`src/rtl/dram_sched_pkg.sv`:
```
package dram_sched_pkg;
  typedef enum logic [1:0] {
    PH_PAUSE = 2'd0,
    PH_WARM  = 2'd1,
    PH_RUN   = 2'd2
  } sched_phase_e;

  localparam logic KIND_WARM     = 1'b0;
  localparam logic KIND_PERIODIC = 1'b1;
endpackage

```
`src/rtl/sched_cycle_timer.sv`:
```
module sched_cycle_timer #(
  parameter int LIMIT = 781
) (
  input  logic clk,
  input  logic rst_n,
  input  logic run,
  output logic tick
);
  localparam int W = (LIMIT > 1) ? $clog2(LIMIT) : 1;
  localparam logic [W-1:0] LAST = W'(LIMIT - 1);

  logic [W-1:0] cnt;

  assign tick = run && (cnt == LAST);

  always_ff @(posedge clk) begin
    if (!rst_n)          cnt <= '0;
    else if (!run || tick) cnt <= '0;
    else                 cnt <= cnt + 1'b1;
  end
endmodule

```
`src/rtl/sched_event_counter.sv`:
```
module sched_event_counter #(
  parameter int MAX = 8,
  localparam int W = $clog2(MAX + 1)
) (
  input  logic         clk,
  input  logic         rst_n,
  input  logic         clear,
  input  logic         inc,
  input  logic         dec,
  output logic [W-1:0] count,
  output logic         over
);
  localparam logic [W-1:0] TOP = W'(MAX);

  logic at_top;
  assign at_top = (count == TOP);
  assign over   = inc && !dec && at_top;

  always_ff @(posedge clk) begin
    if (!rst_n || clear)                       count <= '0;
    else if (inc && !dec && !at_top)           count <= count + 1'b1;
    else if (dec && !inc && count != '0)       count <= count - 1'b1;
  end
endmodule

```
`src/rtl/sched_phase_ctrl.sv`:
```
module sched_phase_ctrl
  import dram_sched_pkg::*;
(
  input  logic         clk,
  input  logic         rst_n,
  input  logic         pause_tick,
  input  logic         warm_done,
  input  logic         overflow,
  output sched_phase_e phase,
  output logic         overrun_err
);
  always_ff @(posedge clk) begin
    if (!rst_n) begin
      phase       <= PH_PAUSE;
      overrun_err <= 1'b0;
    end else begin
      unique case (phase)
        PH_PAUSE: if (pause_tick) phase <= PH_WARM;
        PH_WARM: if (warm_done) begin
          phase       <= PH_RUN;
          overrun_err <= 1'b0;
        end
        PH_RUN: if (overflow) begin
          phase       <= PH_WARM;
          overrun_err <= 1'b1;
        end
        default: phase <= PH_PAUSE;
      endcase
    end
  end
endmodule

```
`src/rtl/dram_refresh_sched.sv`:
```
module dram_refresh_sched
  import dram_sched_pkg::*;
#(
  parameter int CLK_HZ        = 50_000_000,
  parameter int PAUSE_US      = 200,
  parameter int WINDOW_MS     = 16,
  parameter int ROWS          = 1024,
  parameter int WARM_CYCLES   = 8,
  parameter int BACKLOG_MAX   = 8
) (
  input  logic clk,
  input  logic rst_n,
  input  logic seq_idle,
  input  logic refresh_ack,
  output logic init_done,
  output logic refresh_req,
  output logic refresh_kind,
  output logic overrun_err
);
  localparam int KHZ       = CLK_HZ / 1000;
  localparam int PAUSE_CYC = KHZ * PAUSE_US / 1000;
  localparam int INTV_CYC  = KHZ * WINDOW_MS / ROWS;
  localparam int BW        = $clog2(BACKLOG_MAX + 1);
  localparam int WW        = $clog2(WARM_CYCLES + 1);
  localparam logic [WW-1:0] WARM_LAST = WW'(WARM_CYCLES - 1);

  sched_phase_e  phase;
  logic          pause_tick, intv_tick, xfer;
  logic          in_warm, in_run, warm_done, overflow;
  logic [BW-1:0] backlog;
  logic [WW-1:0] warm_cnt;
  logic          warm_over_unused;

  assign in_warm = (phase == PH_WARM);
  assign in_run  = (phase == PH_RUN);

  generate
    if (PAUSE_CYC > 0) begin : g_pause
      sched_cycle_timer #(.LIMIT(PAUSE_CYC)) u_pause (
        .clk(clk), .rst_n(rst_n), .run(phase == PH_PAUSE), .tick(pause_tick)
      );
    end else begin : g_nopause
      assign pause_tick = (phase == PH_PAUSE);
    end
  endgenerate

  sched_cycle_timer #(.LIMIT(INTV_CYC)) u_interval (
    .clk(clk), .rst_n(rst_n), .run(in_run), .tick(intv_tick)
  );

  sched_event_counter #(.MAX(BACKLOG_MAX)) u_backlog (
    .clk(clk), .rst_n(rst_n), .clear(!in_run),
    .inc(intv_tick), .dec(xfer && in_run),
    .count(backlog), .over(overflow)
  );

  sched_event_counter #(.MAX(WARM_CYCLES)) u_warm (
    .clk(clk), .rst_n(rst_n), .clear(!in_warm),
    .inc(xfer && in_warm), .dec(1'b0),
    .count(warm_cnt), .over(warm_over_unused)
  );

  assign warm_done = in_warm && xfer && (warm_cnt == WARM_LAST);

  sched_phase_ctrl u_phase (
    .clk(clk), .rst_n(rst_n), .pause_tick(pause_tick),
    .warm_done(warm_done), .overflow(overflow),
    .phase(phase), .overrun_err(overrun_err)
  );

  assign refresh_req  = seq_idle && (in_warm || (in_run && backlog != '0));
  assign xfer         = refresh_req && refresh_ack;
  assign refresh_kind = in_run ? KIND_PERIODIC : KIND_WARM;
  assign init_done    = in_run;
endmodule

```
`config.mk`:
```
export PLATFORM = sky130hd
export DESIGN_NAME = dram_refresh_sched
export DESIGN_NICKNAME = d
export VERILOG_FILES = /design/src/rtl/dram_sched_pkg.sv /design/src/rtl/sched_cycle_timer.sv /design/src/rtl/sched_event_counter.sv /design/src/rtl/sched_phase_ctrl.sv /design/src/rtl/dram_refresh_sched.sv
export SDC_FILE = /design/constraint.sdc
export NUM_CORES = 1
export LEC_CHECK = 0
export BUFFER_PORTS_ARGS = -buffer_cell sky130_fd_sc_hd__buf_4
export CAP_MARGIN = 20
export CORE_MARGIN = 3
export CORE_UTILIZATION = 40
export DETAILED_ROUTE_END_ITERATION = 8
export GPL_TIMING_DRIVEN = 1
export SYNTH_ARGS = -nofsm -noshare
export SYNTH_HDL_FRONTEND = slang
export SYNTH_SLANG_ARGS = --single-unit
```
`constraint.sdc`:
```
create_clock -name clk -period 3.35 [get_ports clk]
set_input_delay 0 -clock clk [delete_from_list [all_inputs] [get_ports clk]]
set_output_delay 0 -clock clk [all_outputs]
set_load 0.01 [all_outputs]
```
==> reports/summary.md, run 1 <==
The run finished with clean final reports. The sum of net half-perimeters after detailed placement is 2250 um, and the part of the power in registers is 56.7%. The total of flip-flops plus latches after synthesis was 35. The nature of the critical path endpoint is a flop. After clock tree synthesis, the setup repair step added 0 buffers.

Once the floorplan was initialized, standard cells occupied 42.9% of the core. The start point of the worst min-delay path is rst_n. The total clock sinks was 35; the maximum net fanout on the critical path was 6. The clock network accounts for 41.6% of the total power. Fill cells in the final layout number 419. The power density over the cells is 381 mW/mm^2. The number of vias after detailed routing is 1355, and the internal power summed over all cells is 0.586 mW. For this run, the share of the core covered by cells in the final layout is 47.1%. The worst path uses 85.3% of the clock period. VDD sags by at most 0.000185 V.

Summing the sequential cell areas from Yosys gives 39.4% of the chip area. In the final timing run, aggregate negative setup slack is 0 ns. The worst hold path terminates at u_phase.overrun_err. On the final layout, the worst hold slack is 0.0197 ns. The number of buffers inserted by port buffering is 7. At the end of routability-driven placement, the weighted congestion stood at 0.789. The share of synthesized area in the top cell type comes to 39.4%. The reg2reg setup slack came out at 0.49 ns. Counting flops with a built-in enable in the synthesized netlist gives 0. Static timing analysis puts the maximum clock frequency at 350 MHz. The Yosys step of the flow raised 0 warnings. The horizontal die dimension is 72.7 um. The average wire per cell in the routed design was 11.8 um. The worst setup path is launched from a flop. After the first detailed-routing iteration, the DRC count stood at 58.

Sorting the synthesized cells by area gives the leading types as sky130_fd_sc_hd__dfxtp_1 39%, sky130_fd_sc_hd__ha_1 8.4%, sky130_fd_sc_hd__xor2_1 6.9%. The area added between synthesis and finish was 9.78%. For this run the aggregate overflow at the end of global routing stands at 0. For the met2 global-route usage, the log shows 21.0%.

Startpoint of the worst register-to-register path: u_backlog.count[3]. Counting along the longest clock path gives a buffer depth of 2. The run gives 0 as the number of max-slew violations in the final report. After layout, the design draws a total of 0.744 mW. The cell area after synthesis is 0.00178 mm^2, and the worst hold path stage count is 2. The fraction of layout instances using a drive strength above 1 was 7.91%. The worst hold path class was input port to flop.

The worst slack at placement came out at 0.501 ns. Hold repair after CTS inserted 0 buffers. The tools report the clock root buffer as sky130_fd_sc_hd__clkbuf_8.

The number of hold violations in the final report was 0. The top flip-flop cell by instance count after synthesis is sky130_fd_sc_hd__dfxtp_1. Number of nets in the layout: 232. Global routing used 3.72% of the available met3 tracks. The routed design could run at a clock period as short as 2.86 ns. The tools report the worst-case setup margin in the final layout as 0.491 ns.

The run gives 13.7% as the global-route usage over all layers. Of all flip-flops after synthesis, the portion carrying an async set or reset was 0%. The number of ports placed on the die boundary is 8, and the via density per instance is 5.11. From bottom edge to top edge, the die measures 72.7 um. After floorplanning, the core was divided into 23 placement rows. The detail route stage leaves a number of antenna-violating nets equal to 0. Clock-pin slew was measured on the worst setup and hold paths at 0.07 ns. For this run, global-route usage on met1 was measured as 16.6%.

Setup violations remaining at the end of the flow were counted as 0. After detailed routing, the number of remaining DRC violations is 0. The critical path class is flop to flop. The initial antenna violation count is 0, and the wire length reported by the detailed router is 3130 um. For the pin with the worst max-slew slack, the measured transition is 0.428 ns. The number of antenna diodes in the final layout is 0. The analysis attributes to cell leakage a power of 0.717 nW.

The endpoint identified for the worst register-to-register timing path is u_backlog.count[3]. The commonest cells after synthesis are 35 x sky130_fd_sc_hd__dfxtp_1, 31 x sky130_fd_sc_hd__nor2_1, 19 x sky130_fd_sc_hd__nand2_1, 14 x sky130_fd_sc_hd__xor2_1, 12 x sky130_fd_sc_hd__ha_1. A synthesized cell averages 8.59 um^2. The number of nets handed over by synthesis was 224.

The fraction of power spent switching nets is 21.2%. The number of global-route vias before repair came out at 1287. Yosys instantiated no cell more often than sky130_fd_sc_hd__dfxtp_1. The number of cells on the worst reg-to-reg path is 10.

The share of total power in combinational logic came out at 1.8%. Synthesis produced 207 cells. The data arrival at the endpoint of the critical path was 3.04 ns; the max capacitance violation total was 0. The biggest area contributor in the post-synthesis netlist is sky130_fd_sc_hd__dfxtp_1. The reported net switching power is 0.158 mW, and the clock latency at the later pin of the worst-skew pair is 0.29 ns.

The run gives 3.53 ns as the critical path required time. The CTS H-tree depth came out at 2. In this run, CTS created clock tree buffers numbering 5.

After synthesis, the netlist uses 38 different library cells. Gates resized during post-CTS repair numbered 0. The logs give 0.00606 ns for the post-route clock skew and 5580 um for the first-pass GRT wire length.

TritonCTS built the clock tree. The global routing stage identified its most utilized layer as met2. For the pin count of the biggest net entering global routing, the log shows 14. The logs give 0.00414 mm^2 for the area of the placeable core and 0.00528 mm^2 for the area enclosed by the die boundary. Number of iterations in the first detailed-routing pass: 4. Setup repair after global routing left no endpoint under its margin. The worst max-slew margin expressed relative to the limit came out at 71.3%.
state kept, by name (all words and copies together) (netlist names):
signal	flops
u_interval.cnt	10
u_warm.count	4
u_backlog.count	4
u_phase.overrun_err	1
g_pause.u_pause.cnt	14
u_phase.phase	2
power by group through the flow:
stage / sequential (mW) / combinational (mW) / clock, mW
6_report: 0.421 / 0.0132 / 0.309
2_1_floorplan: 0.430 / 0.00858 / 0
4_1_cts: 0.421 / 0.0136 / 0.322
3_3_place_gp: 0.431 / 0.0133 / 0
5_1_grt: 0.421 / 0.0156 / 0.338
3_5_place_dp: 0.431 / 0.0135 / 0
layer usage:
metal / wire [um] / part of all wire (%) / up-vias
met5: 0 / 0 / -
met4: 90 / 2.9 / 0
met3: 87 / 2.8 / 7
met2: 1340 / 43 / 17
met1: 1610 / 51 / 606
li1: - / - / 725
worst max-delay path, stage by stage (launching register included):
cell                      delay [ns]
sky130_fd_sc_hd__dfxtp_1        0.36
sky130_fd_sc_hd__or4_1          0.58
sky130_fd_sc_hd__o21ai_0        0.15
sky130_fd_sc_hd__and4_1         0.33
sky130_fd_sc_hd__inv_1          0.16
sky130_fd_sc_hd__ha_1           0.30
sky130_fd_sc_hd__a21o_1         0.17
sky130_fd_sc_hd__a21o_1         0.20
sky130_fd_sc_hd__nand3_1        0.09
sky130_fd_sc_hd__mux2i_1        0.06
sky130_fd_sc_hd__or3_1          0.36
per-stage QoR:
step,instances,instance area (um^2)
after CTS,265,1950
after global placement,258,1860
after detailed placement,258,1860
after floorplan,207,1780
final,265,1950
after global routing,265,1950
worst max-delay path by stage:
stage | from | endpoint | slack (ns) | cells after the start
floorplan | u_backlog.count[0] | u_backlog.count[3] | 0.70 | 11
global placement | u_backlog.count[0] | u_backlog.count[3] | 0.57 | 10
detailed placement | u_backlog.count[0] | u_backlog.count[3] | 0.50 | 10
CTS | u_backlog.count[0] | u_backlog.count[3] | 0.49 | 10
global route | u_backlog.count[3] | u_backlog.count[3] | 0.30 | 10
finish | u_backlog.count[3] | u_backlog.count[3] | 0.49 | 10
cell type report:
cell class | count | area, um^2 | share of cell area, %
Multi-Input combinational cell | 158 | 1020 | 52.2
Sequential cell | 35 | 701 | 35.9
Clock buffer | 6 | 82.6 | 4.23
Tap cell | 50 | 62.6 | 3.21
Timing Repair Buffer | 7 | 52.6 | 2.69
Inverter | 8 | 30.0 | 1.54
Clock inverter | 1 | 5.00 | 0.256
cells by family (layout without fill, tap and decap cells):
group           Yosys count  after routing  share of synthesized area [%]
mux                       2              2                           1.13
flops                    35             35                           39.4
xor+xnor                 22             22                           10.8
fa+ha+maj                13             13                           9.57
simple gates            100            100                           27.8
buf+inv                  14             22                           3.31
compound gates           21             21                           7.95
cells in the final DEF, fill, tap and decap left out, types with 5 or more instances in the layout:
master	Yosys	routed
sky130_fd_sc_hd__ha_1	12	12
sky130_fd_sc_hd__inv_1	8	8
sky130_fd_sc_hd__xor2_1	14	14
sky130_fd_sc_hd__o21ai_0	7	7
sky130_fd_sc_hd__xnor2_1	8	8
sky130_fd_sc_hd__and3_1	6	6
sky130_fd_sc_hd__nor2_1	31	31
sky130_fd_sc_hd__a21oi_1	5	5
sky130_fd_sc_hd__clkbuf_8	0	6
sky130_fd_sc_hd__nand3_1	11	11
sky130_fd_sc_hd__nand4_1	6	6
sky130_fd_sc_hd__buf_4	1	7
sky130_fd_sc_hd__dfxtp_1	35	35
sky130_fd_sc_hd__nand2_1	19	19
sky130_fd_sc_hd__nor3_1	9	9
(Power assumes the default switching activity.)
==> inputs of run 2 (changes only) <==
- SETUP_SLACK_MARGIN: default -> 0.5
==> run 2 against run 1 <==
Effect of this change:
- cell area rose by 1.7%
- routed wire length rose by 0.16%
- combinational power barely moved
- critical path type unchanged
- sequential power barely moved
- worst hold slack barely moved
==> reports/summary.md, run 2 (synthesized netlist as in run 1, its figures left out) <==
The run finished with clean final reports. The critical path goes through or4_4 > o21ai_1 > and4_4 > clkinvlp_4 > buf_4 > ha_1 > a21o_1 > nand3_1 > mux2i_1 > or3_1. The tools report the number of violations reported at the end of detailed-routing iteration 0 as 55 (-5.2%). For the number of fill cells in the layout, the log shows 414 (-1.2%). The clock input transition at the sequential cells of the worst setup and hold paths is 0.07 ns (about the same). Ranked by flip-flop count, first place goes to g_pause.u_pause.cnt. The run gives 0.743 mW (about the same) as the overall power. For the number of hold-repair buffers added at the cts stage, the log shows 0 (unchanged).

The max capacitance violation total is 0 (unchanged), and the number of vias after detailed routing is 1368 (+0.96%). The run gives 0 ns (unchanged) as the final sum of negative setup slack. The tools report the number of nets in the layout as 235 (+1.3%). For the clock buffer count from CTS, the log shows 5 (unchanged). The number of global-route vias before repair is 1287 (unchanged), and the worst-case vdd ir drop is 0.000198 V (+7.1%). The worst max-slew margin expressed relative to the limit is 71.3% (about the same), and the global route total overflow is 0 (unchanged). The placer's final routability congestion estimate was 0.789 (unchanged). The logs give 2 (unchanged) for the CTS H-tree depth and 35 (unchanged) for the total clock sinks. The run gives 0.00102 mm^2 (+0.61%) as the multi-input gate area in the final layout.

In the layout the commonest cells are 35 x sky130_fd_sc_hd__dfxtp_1, 31 x sky130_fd_sc_hd__nor2_1, 19 x sky130_fd_sc_hd__nand2_1. The number of iterations in the first detailed-routing pass is 4 (unchanged). The logs give 0.729 nW (+1.6%) for the static power due to leakage and 0 (unchanged) for the number of endpoints failing setup at the final stage. The final non-filler cell total is 268 (+1.1%), and the post-route clock skew is 0.00448 ns (-0.00157 ns). For the maximum root-to-sink buffer count, the log shows 2 (unchanged). The initial antenna violation count is 0 (unchanged). TritonCTS built the clock tree. Setup repair after global routing left no endpoint under its margin. The tools report the number of ports placed on the die boundary as 8 (unchanged).

Sort of element at the start of the critical path: a flop. The run gives 0.00414 mm^2 (unchanged) as the area of the placeable core. The final instance area is 0.00198 mm^2 (+1.7%). The final critical path time including I/O delays and setup was 2.69 ns (-0.167 ns); the critical path required time was 3.53 ns (about the same). The worst setup path is captured at a flop. The number of DRC violations after detailed routing is 0 (unchanged).

Global-route usage over all layers: 13.7% (unchanged). The delay of the slowest critical-path stage was 0.54 ns (-0.04 ns); the clock latency at the later pin of the worst-skew pair was 0.29 ns (about the same). The initial core utilization was 42.9% (unchanged).

The root buffer cell chosen for the clock tree is sky130_fd_sc_hd__clkbuf_8. The number of hold violations in the final report is 0 (unchanged), and the average wire per cell in the routed design is 11.7 um (-0.96%). The horizontal die dimension came out at 72.7 um (unchanged). The number of buffers inserted by port buffering came out at 7 (unchanged). Leaving out fill and tap cells, the most frequent cell in the layout is sky130_fd_sc_hd__dfxtp_1. The maximum achievable frequency is 371 MHz (+6.2%). The number of max-slew violations in the final report was 0 (unchanged); the sum of net half-perimeters after detailed placement was 2250 um (unchanged).

For the data arrival at the endpoint of the critical path, the log shows 2.87 ns (-0.17 ns). In the final layout, the registers with the most flip-flops are g_pause.u_pause.cnt (14), u_interval.cnt (10). The via density per instance is 5.10 (-0.17%), and the power density over the cells is 374 mW/mm^2 (-1.7%). The vertical die dimension was 72.7 um (unchanged); the number of cell rows was 23 (unchanged).

The wire length reported by the detailed router is 3140 um (+0.16%), and the total instance count after detailed placement is 258 (unchanged). The pin count of the biggest net entering global routing is 14 (unchanged), and the standard cell area after detailed placement is 0.00186 mm^2 (unchanged). For this design, the slowest cell found on the critical path is sky130_fd_sc_hd__or4_4. The run gives 0 (unchanged) as the remaining number of nets flagged by the antenna check after routing.

The fraction of layout instances using a drive strength above 1 is 10.6% (+2.6 points). The first-pass GRT wire length was 5580 um (unchanged). The flip-flop count of the largest register, all copies and words added was 14 (unchanged). The number of buffers and inverters on the critical path is 2 (+1). The critical path is of the flop to flop type. The worst hold path class is input port to flop.

Grouping stages by cell kind, the critical path spends the most delay in simple AND/OR/NAND/NOR gates. The tools report the area taken by flip-flops and latches as 701 um^2 (unchanged). For the number of diodes added for antenna fixing, the log shows 0 (unchanged).

The minimum hold slack was 0.0201 ns (+0.000378 ns). Area enclosed by the die boundary: 0.00528 mm^2 (unchanged). The area added between synthesis and finish is 11.6%, and the part of the cycle the worst path needs is 80.4% (-5.0 points).

The slew at the pin with the worst max-slew slack is 0.428 ns (-0.000221 ns), and the maximum net fanout on the critical path is 6 (unchanged).
## run 2: changes by cell type in the layout (fill, tap and decap cells not counted), sizes merged
cell / previous run / this run
buf: 7 / 10
clkinvlp: 0 / 1
inv: 8 / 7
## run 2: stage by stage
stage | worst slack, ns | util, %
after detailed placement | 0.501 | 45.0
after global placement | 0.567 | 45.0
final | 0.658 | 47.9
after floorplan | 0.695 | -
after global routing | 0.514 | 47.9
after CTS | 0.549 | 47.1
## run 2: path summary, 6_finish.rpt
kind	startpoint	end	slack [ns]	depth (start not counted)
max reg2reg	u_backlog.count[0]	u_backlog.count[3]	0.66	10
max	u_backlog.count[0]	u_backlog.count[3]	0.66	10
min	rst_n	g_pause.u_pause.cnt[1]	0.02	2
min reg2reg	g_pause.u_pause.cnt[0]	g_pause.u_pause.cnt[0]	0.45	1
## run 2: timing repair
item                                    in CTS  in global routing
endpoints found under the setup margin       1                  1
resized for setup                            1                  4
pin swaps                                    0                  0
buffers inserted                             0                  3
## run 2: where the power goes
| group | internal [mW] | switching (mW) | total, mW |
|---|---|---|---|
| clock | 0.161 | 0.147 | 0.309 |
| combinational | 0.00583 | 0.00727 | 0.0131 |
| sequential | 0.419 | 0.00240 | 0.421 |
| total | 0.586 | 0.157 | 0.743 |
## run 2: layer usage
metal / vias up / wire length, um / GRT usage [%] / part of all wire [%]
li1: 733 / - / - / -
met1: 617 / 1620 / 16.6 / 52
met2: 10 / 1340 / 21.0 / 43
met3: 8 / 79 / 3.72 / 2.5
met4: 0 / 93 / 9.22 / 3.0
met5: - / 0 / 0 / 0
## run 2: layout make-up
cell class | instances | area share, %
Timing Repair Buffer | 10 | 3.78
Clock buffer | 6 | 4.16
Multi-Input combinational cell | 158 | 51.6
Clock inverter | 1 | 0.252
Inverter | 8 | 1.70
Tap cell | 50 | 3.15
Sequential cell | 35 | 35.3
==> inputs of run 3 (changes only) <==
- clock period: 3.35 -> 2.6 ns (I/O delays scaled with it)
==> run 3 against run 2 <==
Effect of this change:
- routed wire length increased by 7.5%
- via count is 4.1% higher
- flip-flop and latch count unchanged
- cell area rose by 6.6%
- combinational power grew 32%
- critical path type unchanged
- critical endpoint unchanged
==> reports/summary.md, run 3 (synthesized netlist as in run 1, its figures left out) <==
The run finished with clean final reports. The largest registers in the layout are g_pause.u_pause.cnt (14), u_interval.cnt (10). The run gives 0.00261 ns (-0.00187 ns) as the post-route clock skew. Area of the placeable core: 0.00414 mm^2 (unchanged).

The worst max-slew margin expressed relative to the limit is 69.1% (-2.2 points), and the clock buffer count from CTS is 5 (unchanged). The tools report the nature of the critical path endpoint as a flop. The number of diodes added for antenna fixing is 0 (unchanged). The initial core utilization was 42.9% (unchanged).

The first-pass GRT wire length is 5960 um (+6.8%). Traced cell by cell, the critical path runs through or4_4 > o21ai_2 > and4_4 > inv_6 > ha_1 > a21o_1 > nand3_1 > mux2i_1 > or3_1. The number of max-slew violations in the final report was 0 (unchanged); the clock input transition at the sequential cells of the worst setup and hold paths was 0.07 ns (about the same). The flip-flop count of the largest register, all copies and words added was 14 (unchanged); the area added between synthesis and finish was 18.9%. The power density over the cells came out at 468 mW/mm^2 (+25%). The static power due to leakage is 0.785 nW (+7.7%), and the number of hold violations in the final report is 0 (unchanged). The slew at the pin with the worst max-slew slack is 0.460 ns (+0.0321 ns). The delay of the slowest critical-path stage works out to 0.54 ns (about the same).

The maximum achievable frequency was 419 MHz (+13%). The critical path class is flop to flop. The maximum root-to-sink buffer count was 2 (unchanged); the horizontal die dimension was 72.7 um (unchanged). The slowest stage of the critical path is the sky130_fd_sc_hd__or4_4 cell. TritonCTS built the clock tree. The CTS H-tree depth is 2 (unchanged), and the global-route usage over all layers is 14.5% (+0.84 points). The initial antenna violation count was 0 (unchanged).

The largest delay contributor family on the critical path is simple AND/OR/NAND/NOR gates. The tools report the remaining number of nets flagged by the antenna check after routing as 0 (unchanged). The vertical die dimension is 72.7 um (unchanged).

The sum of net half-perimeters after detailed placement is 2300 um (+2.2%), and the number of violations reported at the end of detailed-routing iteration 0 is 72 (+31%). The number of endpoints failing setup at the final stage is 0 (unchanged). The worst hold path stage count was 2 (unchanged).

The worst hold path terminates at u_phase.overrun_err. Clock root buffer: sky130_fd_sc_hd__clkbuf_8. The average wire per cell in the routed design is 12.1 um (+3.6%), and the minimum hold slack is 0.0219 ns (+0.00176 ns). For the number of ports placed on the die boundary, the log shows 8 (unchanged). The library cell used most frequently in the layout, excluding fill and tap cells, is sky130_fd_sc_hd__dfxtp_1. For the reg2reg setup slack, the log shows 0.21 ns (-0.44 ns).

The via density per instance is 5.12 (+0.35%). The worst register-to-register path begins at u_backlog.count[2]. Max capacitance violation total: 0 (unchanged). The worst-case vdd ir drop was 0.000300 V (+52%); the area enclosed by the die boundary was 0.00528 mm^2 (unchanged). The run gives 0 (unchanged) as the number of DRC violations after detailed routing.

The maximum net fanout on the critical path was 4 (-2). Start point of the worst min-delay path: rst_n. The run gives 23 (unchanged) as the number of cell rows.

The critical path required time came out at 2.77 ns (-0.76 ns). The number of buffers inserted by port buffering is 7 (unchanged), and the final critical path time including I/O delays and setup is 2.39 ns (-0.306 ns). The endpoint identified for the worst register-to-register timing path is u_backlog.count[3].

The pin count of the biggest net entering global routing is 14 (unchanged). The tools report the number of iterations in the first detailed-routing pass as 4 (unchanged). Leaving out fill and tap cells, the most frequent cells in the layout are 32 x sky130_fd_sc_hd__dfxtp_1, 31 x sky130_fd_sc_hd__nor2_1, 19 x sky130_fd_sc_hd__nand2_1, 19 x sky130_fd_sc_hd__buf_4, 14 x sky130_fd_sc_hd__xor2_1.

Number of buffers and inverters on the critical path: 1 (-1). Largest register by flop count: g_pause.u_pause.cnt. Setup repair after global routing could not meet its margin everywhere. For the total clock sinks, the log shows 35 (unchanged). The placer's final routability congestion estimate is 0.831 (+5.4%), and the logic depth of the worst register-to-register path is 9 (-1). The tools report the data arrival at the endpoint of the critical path as 2.56 ns (-0.31 ns). The global route total overflow was 0 (unchanged).

For the clock latency at the later pin of the worst-skew pair, the log shows 0.29 ns (about the same). Sort of element at the start of the critical path: a flop. The tools report the wire length reported by the detailed router as 3370 um (+7.5%). The number of vias after detailed routing was 1424 (+4.1%). The tools report the final sum of negative setup slack as 0 ns (unchanged).

The tightest min-delay check is of the input port to flop type. The fraction of layout instances using a drive strength above 1 works out to 18.0% (+7.4 points). The number of global-route vias before repair came out at 1356 (+5.4%). The number of nets in the layout was 244 (+3.8%).

Part of the cycle the worst path needs: 91.8% (+11 points).
run 3: changes by cell type in the layout (fill, tap and decap cells not counted), sizes merged:
cell	delta
clkinvlp	-1
clkbuf	+2
clkinv	-1
inv	+1
buf	+9
run 3: worst max path at each step:
stage,from,endpoint,slack (ns),cells after the start
2_1_floorplan,u_backlog.count[0],u_backlog.count[3],0.17,11
3_3_place_gp,u_backlog.count[0],u_backlog.count[3],0.14,10
3_5_place_dp,u_backlog.count[0],u_backlog.count[3],0.11,10
4_1_cts,u_backlog.count[0],u_backlog.count[3],0.20,9
5_1_grt,u_backlog.count[2],u_backlog.count[3],0.13,10
6_report,u_backlog.count[2],u_backlog.count[3],0.21,9
run 3: area by class of cell:
cell class                 count  area, um^2
sequential                    35         707
multi-input combinational    158        1070
tap                           50        62.6
clock buffer                   8         100
timing repair buffer          19         143
inverter                       8        35.0
fill                         406        2030
run 3: worst register-to-register path, cell delays in order (launching register included):
cell and delay [ns]:
sky130_fd_sc_hd__dfxtp_2 0.32, sky130_fd_sc_hd__or4_4 0.54, sky130_fd_sc_hd__o21ai_2 0.12, sky130_fd_sc_hd__and4_4 0.26, sky130_fd_sc_hd__inv_6 0.04, sky130_fd_sc_hd__ha_1 0.30
sky130_fd_sc_hd__a21o_1 0.22, sky130_fd_sc_hd__nand3_1 0.08, sky130_fd_sc_hd__mux2i_1 0.06, sky130_fd_sc_hd__or3_1 0.33
run 3: power breakdown:
| group | total (mW) | internal (mW) | switching, mW |
|---|---|---|---|
| clock | 0.430 | 0.242 | 0.188 |
| combinational | 0.0173 | 0.00758 | 0.00970 |
| sequential | 0.542 | 0.539 | 0.00324 |
run 3: what timing repair did:
action | in CTS | in global routing
setup endpoints to repair | 4 | 4
buffers inserted | 4 | 3
gates resized for setup | 5 | 5
hold buffers | 0 | 0
pin swaps | 6 | 4
run 3: per-stage QoR:
stage               instance area (um^2)  util [%]  power (mW)  setup WS, ns  std cells
detailed placement                  1930      46.5       0.572         0.111        263
finish                              2110      51.0       0.989         0.214        278
CTS                                 2070      50.1        1.01         0.203        275
global placement                    1930      46.5       0.571         0.140        263
floorplan                           1810         -       0.565         0.172        207
global route                        2110      51.0        1.03         0.126        278
run 3: routing by layer:
layer  global-route usage [%]  wire length (um)
met5                        0                 0
met3                     3.86               107
met1                     18.4              1670
met4                     8.61                54
met2                     21.9              1540
